$ cat src/rtl/rtc_pkg.sv
package rtc_pkg;
  typedef enum logic [2:0] {
    SEL_SEC  = 3'd0,
    SEL_MIN  = 3'd1,
    SEL_HOUR = 3'd2,
    SEL_DAY  = 3'd3,
    SEL_MON  = 3'd4
  } cnt_sel_e;

  function automatic logic [7:0] bcd_inc(input logic [7:0] v);
    if (v[3:0] >= 4'd9) bcd_inc = {v[7:4] + 4'd1, 4'd0};
    else                bcd_inc = {v[7:4], v[3:0] + 4'd1};
  endfunction

  function automatic logic [7:0] last_day(input logic [7:0] mon);
    case (mon)
      8'h02:                      last_day = 8'h28;
      8'h04, 8'h06, 8'h09, 8'h11: last_day = 8'h30;
      default:                    last_day = 8'h31;
    endcase
  endfunction
endpackage

$ cat src/rtl/rtc_prescaler.sv
module rtc_prescaler #(
  parameter int unsigned LOW_DIV = 32768
) (
  input  logic       clk_i,
  input  logic       rst_ni,
  input  logic       osc_tick_i,
  input  logic [1:0] rate_sel_i,
  input  logic       clr_i,
  output logic       tick_o
);
  localparam int unsigned MAX_DIV = LOW_DIV * 128;
  localparam int unsigned CNT_W   = $clog2(MAX_DIV);
  localparam logic [CNT_W-1:0] LAST_R0 = CNT_W'(LOW_DIV * 32 - 1);
  localparam logic [CNT_W-1:0] LAST_R1 = CNT_W'(LOW_DIV * 64 - 1);
  localparam logic [CNT_W-1:0] LAST_R2 = CNT_W'(LOW_DIV * 128 - 1);
  localparam logic [CNT_W-1:0] LAST_R3 = CNT_W'(LOW_DIV - 1);

  logic [CNT_W-1:0] cnt_q, last;

  always_comb begin
    case (rate_sel_i)
      2'd0:    last = LAST_R0;
      2'd1:    last = LAST_R1;
      2'd2:    last = LAST_R2;
      default: last = LAST_R3;
    endcase
  end

  // >= keeps the divider bounded if the rate changes mid-period
  assign tick_o = osc_tick_i && !clr_i && (cnt_q >= last);

  always_ff @(posedge clk_i or negedge rst_ni) begin
    if (!rst_ni)         cnt_q <= '0;
    else if (clr_i)      cnt_q <= '0;
    else if (osc_tick_i) cnt_q <= (cnt_q >= last) ? '0 : cnt_q + 1'b1;
  end
endmodule

$ cat src/rtl/rtc_freeze_ctl.sv
module rtc_freeze_ctl (
  input  logic clk_i,
  input  logic rst_ni,
  input  logic tick_i,
  input  logic freeze_i,
  input  logic wr_i,
  output logic adv_o
);
  logic pend_q;

  assign adv_o = !freeze_i && !wr_i && (tick_i || pend_q);

  always_ff @(posedge clk_i or negedge rst_ni) begin
    if (!rst_ni)       pend_q <= 1'b0;
    else if (wr_i)     pend_q <= 1'b0;
    else if (freeze_i) pend_q <= pend_q | tick_i;
    else               pend_q <= pend_q & tick_i; // one consumed, a coincident tick stays
  end
endmodule

$ cat src/rtl/rtc_bcd_cnt.sv
module rtc_bcd_cnt #(
  parameter logic [7:0] RST_VAL = 8'h00
) (
  input  logic       clk_i,
  input  logic       rst_ni,
  input  logic       inc_i,
  input  logic       ld_i,
  input  logic [7:0] ld_val_i,
  input  logic [7:0] first_i,
  input  logic [7:0] last_i,
  output logic [7:0] val_o,
  output logic       wrap_o
);
  import rtc_pkg::*;

  logic [7:0] val_q;
  assign val_o  = val_q;
  assign wrap_o = inc_i && (val_q >= last_i);

  always_ff @(posedge clk_i or negedge rst_ni) begin
    if (!rst_ni)     val_q <= RST_VAL;
    else if (ld_i)   val_q <= ld_val_i;
    else if (wrap_o) val_q <= first_i;
    else if (inc_i)  val_q <= bcd_inc(val_q);
  end
endmodule

$ cat src/rtl/rtc_hour_cnt.sv
module rtc_hour_cnt (
  input  logic       clk_i,
  input  logic       rst_ni,
  input  logic       inc_i,
  input  logic       hour12_i,
  input  logic       ld_i,
  input  logic [7:0] ld_val_i,
  output logic [7:0] hour_o,
  output logic       pm_o,
  output logic       carry_o
);
  import rtc_pkg::*;

  logic [7:0] hour_q;
  logic       pm_q;

  assign hour_o  = hour_q;
  assign pm_o    = pm_q;
  assign carry_o = inc_i && (hour12_i ? (hour_q == 8'h11 && pm_q) : (hour_q >= 8'h23));

  always_ff @(posedge clk_i or negedge rst_ni) begin
    if (!rst_ni) begin
      hour_q <= 8'h00;
      pm_q   <= 1'b0;
    end else if (ld_i) begin
      hour_q <= {2'b00, ld_val_i[5:0]};
      pm_q   <= ld_val_i[7];
    end else if (inc_i) begin
      if (hour12_i) begin
        if (hour_q == 8'h11) begin
          hour_q <= 8'h12;
          pm_q   <= !pm_q;
        end else if (hour_q >= 8'h12) begin
          hour_q <= 8'h01;
        end else begin
          hour_q <= bcd_inc(hour_q);
        end
      end else begin
        hour_q <= (hour_q >= 8'h23) ? 8'h00 : bcd_inc(hour_q);
      end
    end
  end
endmodule

$ cat src/rtl/rtc_time_chain.sv
module rtc_time_chain #(
  parameter int unsigned LOW_DIV = 32768
) (
  input  logic       clk_i,
  input  logic       rst_ni,
  input  logic       osc_tick_i,
  input  logic [1:0] rate_sel_i,
  input  logic       hour12_i,
  input  logic       freeze_i,
  input  logic       wr_en_i,
  input  logic [2:0] wr_sel_i,
  input  logic [7:0] wr_data_i,
  output logic [7:0] sec_o,
  output logic [7:0] min_o,
  output logic [7:0] hour_o,
  output logic       pm_o,
  output logic [7:0] day_o,
  output logic [7:0] mon_o
);
  import rtc_pkg::*;

  logic tick, adv;
  logic sec_wrap, min_wrap, hour_carry, day_wrap, mon_wrap;
  logic [7:0] day_last;

  rtc_prescaler #(.LOW_DIV(LOW_DIV)) u_pre (
    .clk_i, .rst_ni, .osc_tick_i, .rate_sel_i,
    .clr_i (wr_en_i),
    .tick_o(tick)
  );

  rtc_freeze_ctl u_frz (
    .clk_i, .rst_ni,
    .tick_i  (tick),
    .freeze_i,
    .wr_i    (wr_en_i),
    .adv_o   (adv)
  );

  rtc_bcd_cnt #(.RST_VAL(8'h00)) u_sec (
    .clk_i, .rst_ni,
    .inc_i   (adv),
    .ld_i    (wr_en_i && wr_sel_i == SEL_SEC),
    .ld_val_i(wr_data_i),
    .first_i (8'h00),
    .last_i  (8'h59),
    .val_o   (sec_o),
    .wrap_o  (sec_wrap)
  );

  rtc_bcd_cnt #(.RST_VAL(8'h00)) u_min (
    .clk_i, .rst_ni,
    .inc_i   (sec_wrap),
    .ld_i    (wr_en_i && wr_sel_i == SEL_MIN),
    .ld_val_i(wr_data_i),
    .first_i (8'h00),
    .last_i  (8'h59),
    .val_o   (min_o),
    .wrap_o  (min_wrap)
  );

  rtc_hour_cnt u_hour (
    .clk_i, .rst_ni,
    .inc_i   (min_wrap),
    .hour12_i,
    .ld_i    (wr_en_i && wr_sel_i == SEL_HOUR),
    .ld_val_i(wr_data_i),
    .hour_o,
    .pm_o,
    .carry_o (hour_carry)
  );

  assign day_last = last_day(mon_o);

  rtc_bcd_cnt #(.RST_VAL(8'h01)) u_day (
    .clk_i, .rst_ni,
    .inc_i   (hour_carry),
    .ld_i    (wr_en_i && wr_sel_i == SEL_DAY),
    .ld_val_i(wr_data_i),
    .first_i (8'h01),
    .last_i  (day_last),
    .val_o   (day_o),
    .wrap_o  (day_wrap)
  );

  rtc_bcd_cnt #(.RST_VAL(8'h01)) u_mon (
    .clk_i, .rst_ni,
    .inc_i   (day_wrap),
    .ld_i    (wr_en_i && wr_sel_i == SEL_MON),
    .ld_val_i(wr_data_i),
    .first_i (8'h01),
    .last_i  (8'h12),
    .val_o   (mon_o),
    .wrap_o  (mon_wrap)
  );

  logic unused_ok;
  assign unused_ok = mon_wrap;
endmodule

$ cat config.mk
export PLATFORM = sky130hd
export DESIGN_NAME = rtc_time_chain
export DESIGN_NICKNAME = d
export VERILOG_FILES = /design/src/rtl/rtc_pkg.sv /design/src/rtl/rtc_prescaler.sv /design/src/rtl/rtc_freeze_ctl.sv /design/src/rtl/rtc_bcd_cnt.sv /design/src/rtl/rtc_hour_cnt.sv /design/src/rtl/rtc_time_chain.sv
export SDC_FILE = /design/constraint.sdc
export NUM_CORES = 1
export LEC_CHECK = 0
export CORE_MARGIN = 4
export CORE_UTILIZATION = 35
export CTS_BUF_LIST = sky130_fd_sc_hd__clkbuf_16
export DETAILED_ROUTE_END_ITERATION = 6
export DONT_BUFFER_PORTS = 1
export PLACE_DENSITY = 0.55
export REMOVE_ABC_BUFFERS = 1
export SYNTH_ARGS = -nofsm -noshare
export SYNTH_HDL_FRONTEND = slang
export SYNTH_SLANG_ARGS = --single-unit
$ cat constraint.sdc
create_clock -name clk_i -period 3.7 [get_ports clk_i]
set_clock_uncertainty 0.1 [all_clocks]
set_input_delay 0.185 -clock clk_i [delete_from_list [all_inputs] [get_ports clk_i]]
set_output_delay 0.185 -clock clk_i [all_outputs]
set_load 0.01 [all_outputs]
Word level (Yosys, flattened, before mapping)
Index checks and enable logic that the tools add are counted.

word-level totals
  register bits after elaboration = 64
  input port bits = 19
  output and inout port bits = 41
  logic and storage cells = 123

cells by class
  add/subtract/negate cells = 11
  $lt $le $gt $ge = 12
  equality and inequality tests = 12
  muxes and demuxes = 35
  bitwise operators = 2
  reduce and logical (&&, ||, !) cells = 39

operators with widths
  cell                     number
  $mux W8                  23
  $mux W22                 3
  $pmux W22 S3             1
  $add A4 B1 Y4 const B    10
  $reduce_bool A3 Y1       8
  $add A22 B1 Y22 const B  1
  $ge A22 B22 Y1           1
  $ge A4 B4 Y1 const B     5
  $eq A8 B3 Y1 const B     2
  $eq A8 B5 Y1 const B     2
  $ge A8 B5 Y1 const B     2
  $ge A8 B7 Y1 const B     2
  $logic_and A1 B1 Y1      15
  $pmux W5 S2              1
  $eq A8 B2 Y1 const B     1
  $eq A8 B4 Y1 const B     1
  $ge A8 B6 Y1             1
  $ge A8 B6 Y1 const B     1
  $reduce_and A2 Y1        4
  $reduce_bool A2 Y1       4
  $mux W1                  7
  $eq A3 B2 Y1 const B     2
  $reduce_or A4 Y1         1
  $eq A3 B1 Y1 const B     1
  other kinds (10)         12

Depth between registers and ports, before layout
Gate-level depths: netlist (run 1).

  word-level depth = 13
  depth in mapped cells = 13
  gate-level depth less buffers = 13

By module
Synthesis (run 1) repeated with hierarchy kept, for this count alone.

unflattened totals
  cell total of the unflattened synthesis = 645
  area total of the unflattened synthesis = 5460.2 um2

modules (own cells, without submodules)
  module                   times used  cells an instance  area an instance (um2)  sequential area each (um2)
  rtc_bcd_cnt (u_day ...)  2           96                 797.0                   201.4
  rtc_bcd_cnt (u_min ...)  2           96                 795.8                   200.2
  rtc_prescaler            1           157                1365.1                  550.5
  rtc_hour_cnt             1           81                 738.2                   225.2
  rtc_time_chain           1           17                 123.9                   0.0
  rtc_freeze_ctl           1           6                  47.5                    25.0

Least setup slack after synthesis (run 1)
OpenSTA, ideal clock, no wires.

  path kind = reg2reg
  start = reg u_mon.val_q[0], in the netlist u_mon.val_o[0]
  end = reg u_day.val_q[5], in the netlist u_day.val_o[5]
  data arrival time = 2.934 ns
  data required time = 3.506 ns
  setup slack = 0.572 ns
  stages on the path, launching flop included = 14
  buffers on the path = 1
  clock period less this slack = 3.128 ns
  cell sequence = dfstp_2 -> inv_1 -> ha_1 -> o2111a_1 -> a21oi_1 -> o21ai_0 -> a41oi_1 -> ha_1 -> nor4b_1 -> o211ai_1 -> o211ai_1 -> clkbuf_1 -> o22ai_1 -> a221oi_2

on the way
  longest elaborated chain between the ends = 7
  elaborated cells on any way between the ends = 14
  classes of those cells = 1 x order compare; 5 x eq/ne; 3 x mux; 5 x reduce/logical

ends and longest elaborated chain
  item                                                     RTL line           source
  from (decl)                                              rtc_bcd_cnt.sv:16  logic [7:0] val_q;
  from (signal assigned)                                   rtc_bcd_cnt.sv:22  else if (ld_i) val_q <= ld_val_i;
  from (signal assigned)                                   rtc_bcd_cnt.sv:23  else if (wrap_o) val_q <= first_i;
  from (signal assigned)                                   rtc_bcd_cnt.sv:24  else if (inc_i) val_q <= bcd_inc(val_q);
  $eq A8 B3 Y1 (tied with other cells)                     rtc_pkg.sv:16      case (mon)
  $reduce_or A4 Y1                                         rtc_pkg.sv:16
  $pmux W5 S2 *                                            rtc_pkg.sv:16
  $ge A8 B6 Y1 *                                           rtc_bcd_cnt.sv:18  assign wrap_o = inc_i && (val_q >= last_i);
  $logic_and A1 B1 Y1 *                                    rtc_bcd_cnt.sv:18
  $reduce_bool A3 Y1 (no line) or $mux W8 (tied branches)  n/a
  $reduce_and A2 Y1 (no line) or $mux W8 (tied branches)   n/a
  to (signal assigned)                                     rtc_bcd_cnt.sv:22
  to (signal assigned)                                     rtc_bcd_cnt.sv:23
  to (signal assigned)                                     rtc_bcd_cnt.sv:24
  to (decl)                                                rtc_bcd_cnt.sv:16

Every way passes the cells marked *; elsewhere a longest branch is shown, timed or not.
A chain may end at the register's enable or synchronous reset.

Worst setup path in the final report (run 1)
  start = reg u_mon.val_q[0], in the netlist u_mon.val_o[0]
  end = reg u_day.val_q[7], in the netlist u_day.val_o[7]

The elaborated chain is that of the path after synthesis.

==> metrics.md, run 1 <==
| Metric | Value |
|---|---|
| Outcome | completed |
| Largest area contributor in the netlist | dfrtp_1 |
| Wire per inst | between 15 and 20 um |
| GRT Residual Overflow | 0 |
| Std cell rows | 42 |
| Logic pwr share | 0.256 |
| Syn_area_per_cell | 8.48 um^2 |
| Largest family of logic cells by synthesized area | simple AND/OR/NAND/NOR gates |
| Power Density | ~450 nW/um^2 |
| Post-Syn Area | about 4800 um^2 |
| Synthesized flop and latch total | 64 |
| Seq pwr share | 0.435 |
| WHS Endpoint | u_sec.val_o[6] |
| Initial core utilization | 0.358 |
| Root Buffer | clkbuf_16 |
| Dpl cell area | around 5000 um^2 |
| # setup viols final | 0 |
| Clock buffer depth | 2 |
| Sw power | about 0.87 mW |
| Cells on worst reg2reg path | 13 |
| Final hold violations | 0 |
| Antenna-violating nets left | 0 |
| Layout area overhead | 11.2% |
| Placeable Area | 13,300 um^2 |
| Initial DRC count | between 300 and 400 |
| Leakage | about 2.2 nW |
| Startpoint types | register |
| Sw frac | 0.370 |
| Post-synthesis simple-gate area fraction | 0.252 |
| Critical Path AT | roughly 3.7 ns |
| Ports | 60 |
| First-pass GRT wire length | approximately 23 mm |
| Worst slew margin | 0.285 |
| H-tree Lvls | 3 |
| WHS Path Cells | 3 |
| Sequential area share after synthesis | 0.337 |
| Commonest cells in the netlist | dfrtp_1, nand2_1, nor2_1 |
| Post-synth top area share | 0.326 |
| Hold Worst Slack | about 0.016 ns |
| EDFF count, synth | 0 |
| Post-synthesis adder-cell area fraction | 0.0973 |
| Dominant synthesized flop cell | dfrtp_1 |
| Diode count | 0 |
| Setup TNS | 0 ns |
| Synth unique cells | 65 |
| HP Start | wr_data_i[6] |
| Post-synthesis xor/xnor area fraction | 0.00368 |
| Fin area | 5290 um^2 |
| Yosys warnings | 0 |
| Required time worst endpoint | a little under 4 ns |
| Vias per inst | 5.87 |
| Cells after Synth | 561 |
| Setup Buffers After CTS | 0 |
| DP Wirelength | 9.86 mm |
| Total Wirelength | between 10 and 15 mm |
| Power, Total | between 2 and 2.5 mW |
| R2r endpoint | u_day.val_o[7] |
| Crit Path Max Fanout | 8 |
| Final min period | around 3.5 ns |
| Vias in the first global route | about 4,400 |
| All-Layer GR Usage | 0.183 |
| Final nets | between 600 and 700 |
| Maxcap violations | 0 |
| Pint | approximately 1.5 mW |
| Area contributors post-synth | dfrtp_1, ha_1, nand2_1 |
| DRC | 0 |
| Die Height | ~120 um |
| Peak Freq | about 280 MHz |
| Worst slew pin tran | 1.07 ns |
| Post-route clock period utilization | 0.951 |
| Clock share of power | 0.308 |
| Layout cells sized above 1 | 0.0811 |
| Reg-to-Reg Start | u_mon.val_o[0] |
| Worst hold path class | in2reg |
| DIE AREA | about 16,000 um^2 |
| RSZ-0062 raised after global routing | true |
| Mux contribution to synthesized area | 0.0289 |
| Final setup margin | ~0.18 ns |
| Async set-or-reset flop fraction in the synthesized netlist | 1.00 |
| CTS tree | done |
| Worst R2R Setup Slack | 0.18 ns |
| Compound-Gate Fraction of Synth Area | 0.225 |
| Clock sink total | between 60 and 70 |
| Initial antenna violation count | 0 |
| PortBufs | 0 |
| Worst vdd ir | between 0.2 and 0.25 mV |
| Die Span X | around 120 um |
| Critical path class | reg2reg |
| First-pass DRT Iterations | 4 |
| Final RePlAce weighted congestion | about 0.86 |
| Cell with the most instances after synthesis | dfrtp_1 |
| Crit end category | register |
| Worst skew pair latency | 0.33 ns |
| Place WS | 0.230 ns |
| Largest net degree at the start of global routing | 65 |
| TritonCTS Buffers | 9 |
| Clock Pin Slew Worst Setup and Hold Paths | about 0.05 ns |
| Slew Viols, Final | 0 |
| Via count | ~4,400 |
[cell usage in the layout, fill, tap and decap left out, drive strengths merged, types with 5 or more instances in the layout]
cell type and n:
mux2 6, ha 37, and2 5, and3 8
o21ai 22, o31ai 12, a22o 11, or2 6
mux2i 7, nand4 11, a32oi 6, nor2b 6
nor4 8, a21oi 28, a31oi 14, dfrtp 62
a21o 8, nand3 35, dlygate4sd3 10, o211ai 11
nor3 16, clkbuf 9, nand2 60, buf 10
inv 34, o41ai 7, nor2 45, nand2b 7
[stage by stage]
| step | utilization | std cells |
|---|---|---|
| after detailed placement | 0.369 | 719 |
| after global placement | 0.369 | 719 |
| after CTS | 0.397 | 743 |
| after floorplan | - | 534 |
| after global routing | 0.398 | 743 |
| final | 0.398 | 743 |
[what timing repair did]
item / CTS / global route
endpoints found under the setup margin: 0 / 8
endpoints found under the hold margin: 101 / 0
resized for setup: 0 / 3
hold buffers: 11 / 0
[state kept, by name (all words and copies together) (netlist names)]
signal / flops
u_sec.val_o: 8
u_min.val_o: 8
u_pre.cnt_q: 22
u_frz.pend_q: 1
u_day.val_o: 8
u_mon.val_o: 8
u_hour.hour_o: 8
u_hour.pm_o: 1
[logic make-up after synthesis]
logic type | after synthesis
fa+ha+maj | 37
flops | 64
compound gates | 151
buf+inv | 60
mux | 13
xor+xnor | 2
simple gates | 234
[worst max-delay path: stages (launching register included)]
cell and delay, ns:
dfstp_2 0.63, inv_1 0.09, ha_1 0.26, o2111a_1 0.25, a21oi_1 0.10, o21ai_0 0.12, a41oi_1 0.23, ha_1 0.27
nor4b_1 0.29, o211ai_1 0.20, o211a_1 0.35, nor2_1 0.19, o31a_1 0.21, a22o_1 0.15
[how the worst max path moves through the flow]
stage	slack, ns	cells after the start	startpoint	to
after floorplan	0.51	12	u_mon.val_o[0]	u_day.val_o[5]
after global placement	0.40	13	u_mon.val_o[0]	u_day.val_o[5]
after detailed placement	0.23	13	u_mon.val_o[0]	u_day.val_o[5]
after CTS	0.21	13	u_mon.val_o[0]	u_day.val_o[5]
after global routing	-0.1	12	u_mon.val_o[0]	u_day.val_o[3]
final	0.18	13	u_mon.val_o[0]	u_day.val_o[7]
[power groups by stage]
stage / Combinational (mW) / Clock (mW) / Sequential (mW)
floorplan: 0.434 / 0 / 0.978
global placement: 0.538 / 0 / 1.04
detailed placement: 0.558 / 0 / 1.04
CTS: 0.600 / 0.754 / 1.03
global route: 0.693 / 0.785 / 1.05
finish: 0.605 / 0.728 / 1.03
[metal layers]
| metal | wire length [um] | global-route usage | part of all wire |
|---|---|---|---|
| met3 | 826 | 0.0549 | 0.060 |
| met2 | 7140 | 0.324 | 0.51 |
| met1 | 5740 | 0.216 | 0.41 |
| met4 | 166 | 0.0419 | 0.012 |
| met5 | 0 | 0 | 0 |
[cell type report]
class | count | area (um^2)
Inverter | 33 | 124
Sequential cell | 64 | 1600
Clock buffer | 9 | 225
Fill cell | 1373 | 8000
Multi-Input combinational cell | 437 | 2910
Tap cell | 176 | 220
Timing Repair Buffer | 20 | 195
Clock inverter | 4 | 16.3
(Power assumes the default switching activity.)
==> run 2, diff against run 1 <==
--- a/config.mk
+++ b/config.mk
@@ -10,6 +10,7 @@
 export CTS_BUF_LIST = sky130_fd_sc_hd__clkbuf_16
 export DETAILED_ROUTE_END_ITERATION = 6
 export DONT_BUFFER_PORTS = 1
+export HOLD_SLACK_MARGIN = 0.05
 export PLACE_DENSITY = 0.55
 export REMOVE_ABC_BUFFERS = 1
 export SYNTH_ARGS = -nofsm -noshare
==> run 2 against run 1 <==
  * Clock power grew 0.5%
  * Worst hold slack gained 0.055 ns
  * Sequential share of layout area fell by 0.17 points
  * Largest cell class unchanged
  * Power is 0.41% higher
  * Sequential power barely moved
  * Flip-flop and latch count unchanged
  * Combinational power up 0.8%
  * First-iteration DRC count fell by 3.6%
  * Critical path depth did not move
  * Register-to-register slack about the same
  * Cell area up 0.57%
==> metrics.md, run 2 (synthesis gave the netlist of run 1 again) <==
| Metric | Value |
|---|---|
| Outcome | completed (unchanged) |
| Cells on worst reg2reg path | 13 (unchanged) |
| Most common cell after layout, fill and taps aside | dfrtp_1 (unchanged) |
| H-tree Lvls | 3 (unchanged) |
| First-pass DRT Iterations | 4 (unchanged) |
| CTS tree | done (unchanged) |
| Max reg flops | 22 (unchanged) |
| Utilization after layout | 0.400 (was 0.398) |
| Via count | 4,387 (was 4,362) |
| Fin area | 5320 um^2 (was 5290 um^2) |
| DIE AREA | 15,500 um^2 (unchanged) |
| Setup TNS | 0 ns (unchanged) |
| Flip-flop and latch area | 1600 um^2 (unchanged) |
| Std cell rows | 42 (unchanged) |
| Power Density | 445 nW/um^2 (was 446 nW/um^2) |
| Diode count | 0 (unchanged) |
| DRC | 0 (unchanged) |
| Clock buffer depth | 2 (unchanged) |
| Layout area overhead | 11.8% (was 11.2%) |
| Worst skew pair latency | 0.34 ns (was 0.33 ns) |
| Initial core utilization | 0.358 (unchanged) |
| Final nets | 624 (was 621) |
| Initial DRC count | 352 (was 365) |
| Beginning of the critical path | u_mon.val_o[0] (unchanged) |
| Layout cells sized above 1 | 0.0807 (was 0.0811) |
| TritonCTS Buffers | 9 (unchanged) |
| Reg-to-Reg Start | u_mon.val_o[0] (unchanged) |
| # setup viols final | 0 (unchanged) |
| R2r endpoint | u_day.val_o[7] (unchanged) |
| Hold Worst Slack | 0.0709 ns (was 0.0158 ns) |
| Worst vdd ir | 0.204 mV (was 0.203 mV) |
| Vias in the first global route | 4,422 (was 4,420) |
| Placeable Area | 13,300 um^2 (unchanged) |
| Largest net degree at the start of global routing | 65 (unchanged) |
| Worst hold path class | in2reg (unchanged) |
| Final hold violations | 0 (unchanged) |
| Layout fillers | 1,373 (unchanged) |
| Total Wirelength | 13.9 mm (about the same) |
| Initial antenna violation count | 0 (unchanged) |
| Startpoint types | register (unchanged) |
| Wire per inst | 18.6 um (was 18.7 um) |
| Ports | 60 (unchanged) |
| Die Height | 125 um (unchanged) |
| Area of the multi-input gates | 2910 um^2 (unchanged) |
| DP Wirelength | 9.86 mm (unchanged) |
| Most frequent cells in the layout | dfrtp_1, nand2_1, nor2_1 (unchanged) |
| Required time worst endpoint | 3.88 ns (was 3.87 ns) |
| CP endpoint | u_day.val_o[7] (unchanged) |
| Dpl cell area | 4910 um^2 (unchanged) |
| Worst R2R Setup Slack | 0.19 ns (was 0.18 ns) |
| Root Buffer | clkbuf_16 (unchanged) |
| Reg with most FFs | u_pre.cnt_q (unchanged) |
| Critical Path AT | 3.68 ns (was 3.69 ns) |
| Antenna-violating nets left | 0 (unchanged) |
| Vias per inst | 5.88 (was 5.87) |
| GRT Residual Overflow | 0 (unchanged) |
| All-Layer GR Usage | 0.182 (was 0.183) |
| Clock Pin Slew Worst Setup and Hold Paths | 0.05 ns (about the same) |
| Slew Viols, Final | 0 (unchanged) |
| RSZ-0062 raised after global routing | true (unchanged) |
| Final RePlAce weighted congestion | 0.860 (unchanged) |
| Clock sink total | 64 (unchanged) |
| Power, Total | 2.37 mW (was 2.36 mW) |
| Worst slew margin | 0.297 (was 0.285) |
| Final min period | 3.51 ns (was 3.52 ns) |
| Post-route clock period utilization | 0.948 (was 0.951) |
| Leakage | 2.20 nW (was 2.18 nW) |
| Critical path class | reg2reg (unchanged) |
| Worst slew pin tran | 1.05 ns (was 1.07 ns) |
| Die Span X | 125 um (unchanged) |
| Peak Freq | 285 MHz (was 284 MHz) |
| Crit Path Max Fanout | 8 (unchanged) |
| Crit end category | register (unchanged) |
| PortBufs | 0 (unchanged) |
| Maxcap violations | 0 (unchanged) |
| First-pass GRT wire length | 23.2 mm (was 23.1 mm) |
[run 2: how the worst min path moves through the flow]
stage | startpoint | end | slack, ns | cells after the start
2_1_floorplan | rst_ni | u_day.val_o[1] | -0.21 | 0
4_1_cts | wr_sel_i[1] | u_day.val_o[4] | 0.06 | 2
5_1_grt | freeze_i | u_sec.val_o[3] | 0.07 | 4
3_5_place_dp | rst_ni | u_hour.hour_o[2] | -0.21 | 0
6_report | freeze_i | u_sec.val_o[3] | 0.07 | 4
3_3_place_gp | rst_ni | u_hour.hour_o[2] | -0.21 | 0
[run 2: where the power goes]
| part | switching (mW) | leakage, nW | internal (mW) | total, mW |
|---|---|---|---|---|
| logic | 0.355 | 1.26 | 0.255 | 0.610 |
| registers | 0.226 | 0.818 | 0.801 | 1.03 |
| clock network | 0.299 | 0.123 | 0.433 | 0.732 |
| total | 0.880 | 2.20 | 1.49 | 2.37 |
[run 2: layer usage]
layer | global-route usage | routed length, um
met5 | 0 | 0
met4 | 0.0413 | 161
met3 | 0.0519 | 759
met2 | 0.316 | 7010
met1 | 0.224 | 5950
[run 2: cell type report]
type                    instances  area share
inverters                      33      0.0233
multi-input cells             437       0.546
repair buffers                 23      0.0423
clock buffers                   9      0.0423
clock inverters                 4     0.00306
flip-flops and latches         64       0.301
well taps                     176      0.0414
[run 2: repair_timing]
item	in CTS	in global routing
hold buffers	14	0
buffers inserted	0	0
setup endpoints to repair	0	8
gates resized for setup	0	3
hold endpoints to repair	104	0
[run 2: worst max-delay path, cell delays in order (launching register included)]
cell	delay, ns
dfstp_2	0.63
inv_1	0.09
ha_1	0.25
o2111a_1	0.25
a21oi_1	0.11
o21ai_0	0.12
a41oi_1	0.23
ha_1	0.27
nor4b_1	0.29
o211ai_1	0.20
o211a_1	0.35
nor2_1	0.19
o31a_1	0.21
a22o_1	0.15
[run 2: through the flow]
step | setup WS [ns] | instances
floorplan | 0.508 | 534
global placement | 0.404 | 719
global route | -0.101 | 746
finish | 0.191 | 746
detailed placement | 0.230 | 719
CTS | 0.212 | 746
==> run 3, diff against run 2 <==
--- a/config.mk
+++ b/config.mk
@@ -5,6 +5,7 @@
 export SDC_FILE = /design/constraint.sdc
 export NUM_CORES = 1
 export LEC_CHECK = 0
+export ABC_AREA = 1
 export CORE_MARGIN = 4
 export CORE_UTILIZATION = 35
 export CTS_BUF_LIST = sky130_fd_sc_hd__clkbuf_16
==> run 3 against run 2 <==
  * Via count fell by 7.5%
  * Worst setup slack improved by 0.53 ns
  * Core utilization rose by 0.91 points
  * Clock power rose by 5.2%
  * Largest power group unchanged
  * Highest routed layer unchanged
==> metrics.md, run 3 <==
| Metric | Value |
|---|---|
| DIE AREA | 14,900 um^2 (was 15,500 um^2) |
| Worst skew pair latency | 0.34 ns (about the same) |
| Post-route clock period utilization | 0.806 (was 0.948) |
| Worst hold path class | in2reg (unchanged) |
| Placed instance count | 775 (was 719) |
| Clock buffer depth | 2 (unchanged) |
| Leakage | 2.59 nW (was 2.20 nW) |
| First-pass GRT wire length | 19.9 mm (was 23.2 mm) |
| Worst vdd ir | 0.246 mV (was 0.204 mV) |
| Final nets | 687 (was 624) |
| Largest net degree at the start of global routing | 65 (unchanged) |
| Most frequent cells in the layout | nand2_1, inv_1, dfrtp_1 (was dfrtp_1, nand2_1, nor2_1) |
| Layout fillers | 1,334 (was 1,373) |
| Worst R2R Setup Slack | 0.72 ns (was 0.19 ns) |
| Most common cell after layout, fill and taps aside | nand2_1 (was dfrtp_1) |
| Area of the multi-input gates | 2500 um^2 (was 2910 um^2) |
| Place WS | 0.710 ns (was 0.230 ns) |
| Initial core utilization | 0.360 (was 0.358) |
| Worst slew margin | 0.568 (was 0.297) |
| Critical Path AT | 3.11 ns (was 3.68 ns) |
| CTS tree | done (unchanged) |
| HP Start | wr_data_i[3] (was freeze_i) |
| Outcome | completed (unchanged) |
| Commonest cells in the netlist | nand2_1, inv_1, dfrtp_1 (was dfrtp_1, nand2_1, nor2_1) |
| # setup viols final | 0 (unchanged) |
| R2r endpoint | u_mon.val_o[6] (was u_day.val_o[7]) |
| H-tree Lvls | 3 (unchanged) |
| Crit Path Max Fanout | 5 (was 8) |
| First-pass DRT Iterations | 5 (was 4) |
| Vias in the first global route | 3,942 (was 4,422) |
| Post-synth top area share | 0.341 (was 0.326) |
| Root Buffer | clkbuf_16 (unchanged) |
| Vias per inst | 5.02 (was 5.88) |
| Final Non-Filler Cells | 808 (was 746) |
| DRC | 0 (unchanged) |
| Top Family by Delay on Critical Path | compound AO/OA/AOI/OAI gates (unchanged) |
| Via count | 4,059 (was 4,387) |
| Die Span X | 122 um (was 125 um) |
| Critical path class | reg2reg (unchanged) |
| Utilization after layout | 0.409 (was 0.400) |
| WHS Path Cells | 2 (was 4) |
| Worst slew pin tran | 0.646 ns (was 1.05 ns) |
| Antenna-violating nets left | 0 (unchanged) |
| Hold Worst Slack | 0.0550 ns (was 0.0709 ns) |
| Layout area overhead | 13.8% (was 11.8%) |
| CP max-delay cell | dfstp_2 (unchanged) |
| Syn_area_per_cell | 7.46 um^2 (was 8.48 um^2) |
| Clock sink total | 64 (unchanged) |
| Diode count | 0 (unchanged) |
| Die Height | 122 um (was 125 um) |
| Max reg flops | 22 (unchanged) |
| Async set-or-reset flop fraction in the synthesized netlist | 1.00 (unchanged) |
| CTS resizes | 0 (unchanged) |
| Worst Path Buf+Inv | 2 (was 1) |
| EDFF count, synth | 0 (unchanged) |
| Std cell rows | 41 (was 42) |
| Initial antenna violation count | 0 (unchanged) |
| Final min period | 2.98 ns (was 3.51 ns) |
| Ports | 60 (unchanged) |
| Cells on worst reg2reg path | 18 (was 13) |
| Slew Viols, Final | 0 (unchanged) |
| Reg-to-Reg Start | u_mon.val_o[0] (unchanged) |
| Required time worst endpoint | 3.83 ns (was 3.88 ns) |
| Initial DRC count | 309 (was 352) |
| Area contributors post-synth | dfrtp_1, nand2_1, ha_1 (was dfrtp_1, ha_1, nand2_1) |
| Synthesized flop and latch total | 64 (unchanged) |
| PortBufs | 0 (unchanged) |
| Total Wirelength | 12.1 mm (was 13.9 mm) |
| Sequential area share after synthesis | 0.352 (was 0.337) |
| Yosys warnings | 0 (unchanged) |
| Wire per inst | 15.0 um (was 18.6 um) |
| Crit end category | register (unchanged) |
| Setup TNS | 0 ns (unchanged) |
| Crit path cell chain | inv_1 > ha_1 > inv_1 > a21oi_1 > a21oi_1 > o31ai_1 > nor2_1 > ha_1 > nor2_1 > nand2_1 > o21ai_1 > nand2_1 > a21oi_1 > o21ai_1 > o211ai_1 > nand2_1 > nand2_1 > nand2_1 (was inv_1 > ha_1 > o2111a_1 > a21oi_1 > o21ai_0 > a41oi_1 > ha_1 > nor4b_1 > o211ai_1 > o211a_1 > nor2_1 > o31a_1 > a22o_1) |
| Most common cell on crit path | nand2_1 (was ha_1) |
| Cell with the most instances after synthesis | nand2_1 (was dfrtp_1) |
| WHS Endpoint | u_hour.hour_o[3] (was u_sec.val_o[3]) |
| Layout cells sized above 1 | 0.0645 (was 0.0807) |
| TritonCTS Buffers | 9 (unchanged) |
| Peak Freq | 335 MHz (was 285 MHz) |
| Dominant synthesized flop cell | dfrtp_1 (unchanged) |
| Crit path largest cell delay | 0.60 ns (was 0.63 ns) |
| RSZ-0062 raised after global routing | false (was true) |
| Final setup margin | 0.717 ns (was 0.191 ns) |
| Startpoint types | register (unchanged) |
| Largest area contributor in the netlist | dfrtp_1 (unchanged) |
| Flip-flop and latch area | 1600 um^2 (unchanged) |
| Final RePlAce weighted congestion | 0.824 (was 0.860) |
| GRT Residual Overflow | 0 (unchanged) |
| Clock Pin Slew Worst Setup and Hold Paths | 0.06 ns (was 0.05 ns) |
| DP Wirelength | 9.00 mm (was 9.86 mm) |
| Power Density | 455 nW/um^2 (was 445 nW/um^2) |
| Placeable Area | 12,700 um^2 (was 13,300 um^2) |
| Final hold violations | 0 (unchanged) |
| Synth unique cells | 41 (was 65) |
| All-Layer GR Usage | 0.170 (was 0.182) |
| Maxcap violations | 0 (unchanged) |
| Setup Buffers After CTS | 0 (unchanged) |
| Cells after Synth | 611 (was 561) |
| Reg with most FFs | u_pre.cnt_q (unchanged) |
| Post-Syn Area | 4560 um^2 (was 4760 um^2) |
[run 3: changes by cell type in the layout (fill, tap and decap cells not counted), moves of 8 or more]
cell / change
nand3_1: +8
inv_1: +68
buf_4: -9
xor2_1: +13
o31ai_1: -9
o22ai_1: +21
a22o_1: -11
a21oi_1: -14
nand2_1: +79
o21bai_1: +8
[run 3: through the flow]
stage | instance area, um^2 | power [mW]
finish | 5190 | 2.36
global route | 5190 | 2.53
CTS | 5190 | 2.39
detailed placement | 4730 | 1.57
global placement | 4730 | 1.55
floorplan | 4520 | 1.40
[run 3: area by class of cell]
type	count	area share
clock buffer	9	0.0434
sequential	64	0.309
clock inverter	7	0.00772
multi-input combinational	430	0.483
inverter	109	0.0789
timing repair buffer	17	0.0362
tap	172	0.0415
[run 3: metal layers]
layer  vias up  routed length (um)  track usage
li1       2048                   -            -
met1      1912                5670        0.229
met2        82                5520        0.261
met3        17                 721       0.0487
met4         0                 205       0.0616
met5         -                   0            0
[run 3: worst reg2reg max path, stage by stage (launching register included)]
cell and delay [ns]:
dfstp_2 0.60, inv_1 0.10, ha_1 0.22, inv_1 0.07, a21oi_1 0.07, a21oi_1 0.13
o31ai_1 0.09, nor2_1 0.10, ha_1 0.23, nor2_1 0.10, nand2_1 0.06, o21ai_1 0.11
nand2_1 0.06, a21oi_1 0.14, o21ai_1 0.16, o211ai_1 0.24, nand2_1 0.15, nand2_1 0.10
nand2_1 0.04
[run 3: what timing repair did]
item | CTS | global route
endpoints found under the setup margin | 0 | 0
endpoints found under the hold margin | 93 | 0
hold buffers | 17 | 0
[run 3: worst max path at each step]
stage                   startpoint             end  slack (ns)  depth (start not counted)
floorplan           u_mon.val_o[0]  u_mon.val_o[4]        1.02                         18
CTS                 u_mon.val_o[0]  u_mon.val_o[6]        0.71                         18
detailed placement  u_mon.val_o[0]  u_mon.val_o[6]        0.71                         18
finish              u_mon.val_o[0]  u_mon.val_o[6]        0.72                         18
global placement    u_mon.val_o[0]  u_mon.val_o[5]        0.81                         18
global route        u_mon.val_o[1]  u_mon.val_o[6]        0.33                         17
[run 3: power by group]
group / internal [mW] / leakage (nW) / switching (mW)
clock: 0.445 / 0.126 / 0.324
combinational: 0.231 / 1.63 / 0.343
sequential: 0.802 / 0.838 / 0.212
[run 3: logic make-up (layout without fill, tap and decap cells)]
group	count (synthesis)	count (layout)	synth area share
simple gates	271	271	0.271
fa+ha+maj	37	37	0.102
compound gates	101	101	0.137
flops	64	64	0.352
xor+xnor	21	21	0.0404
buf+inv	117	142	0.0981
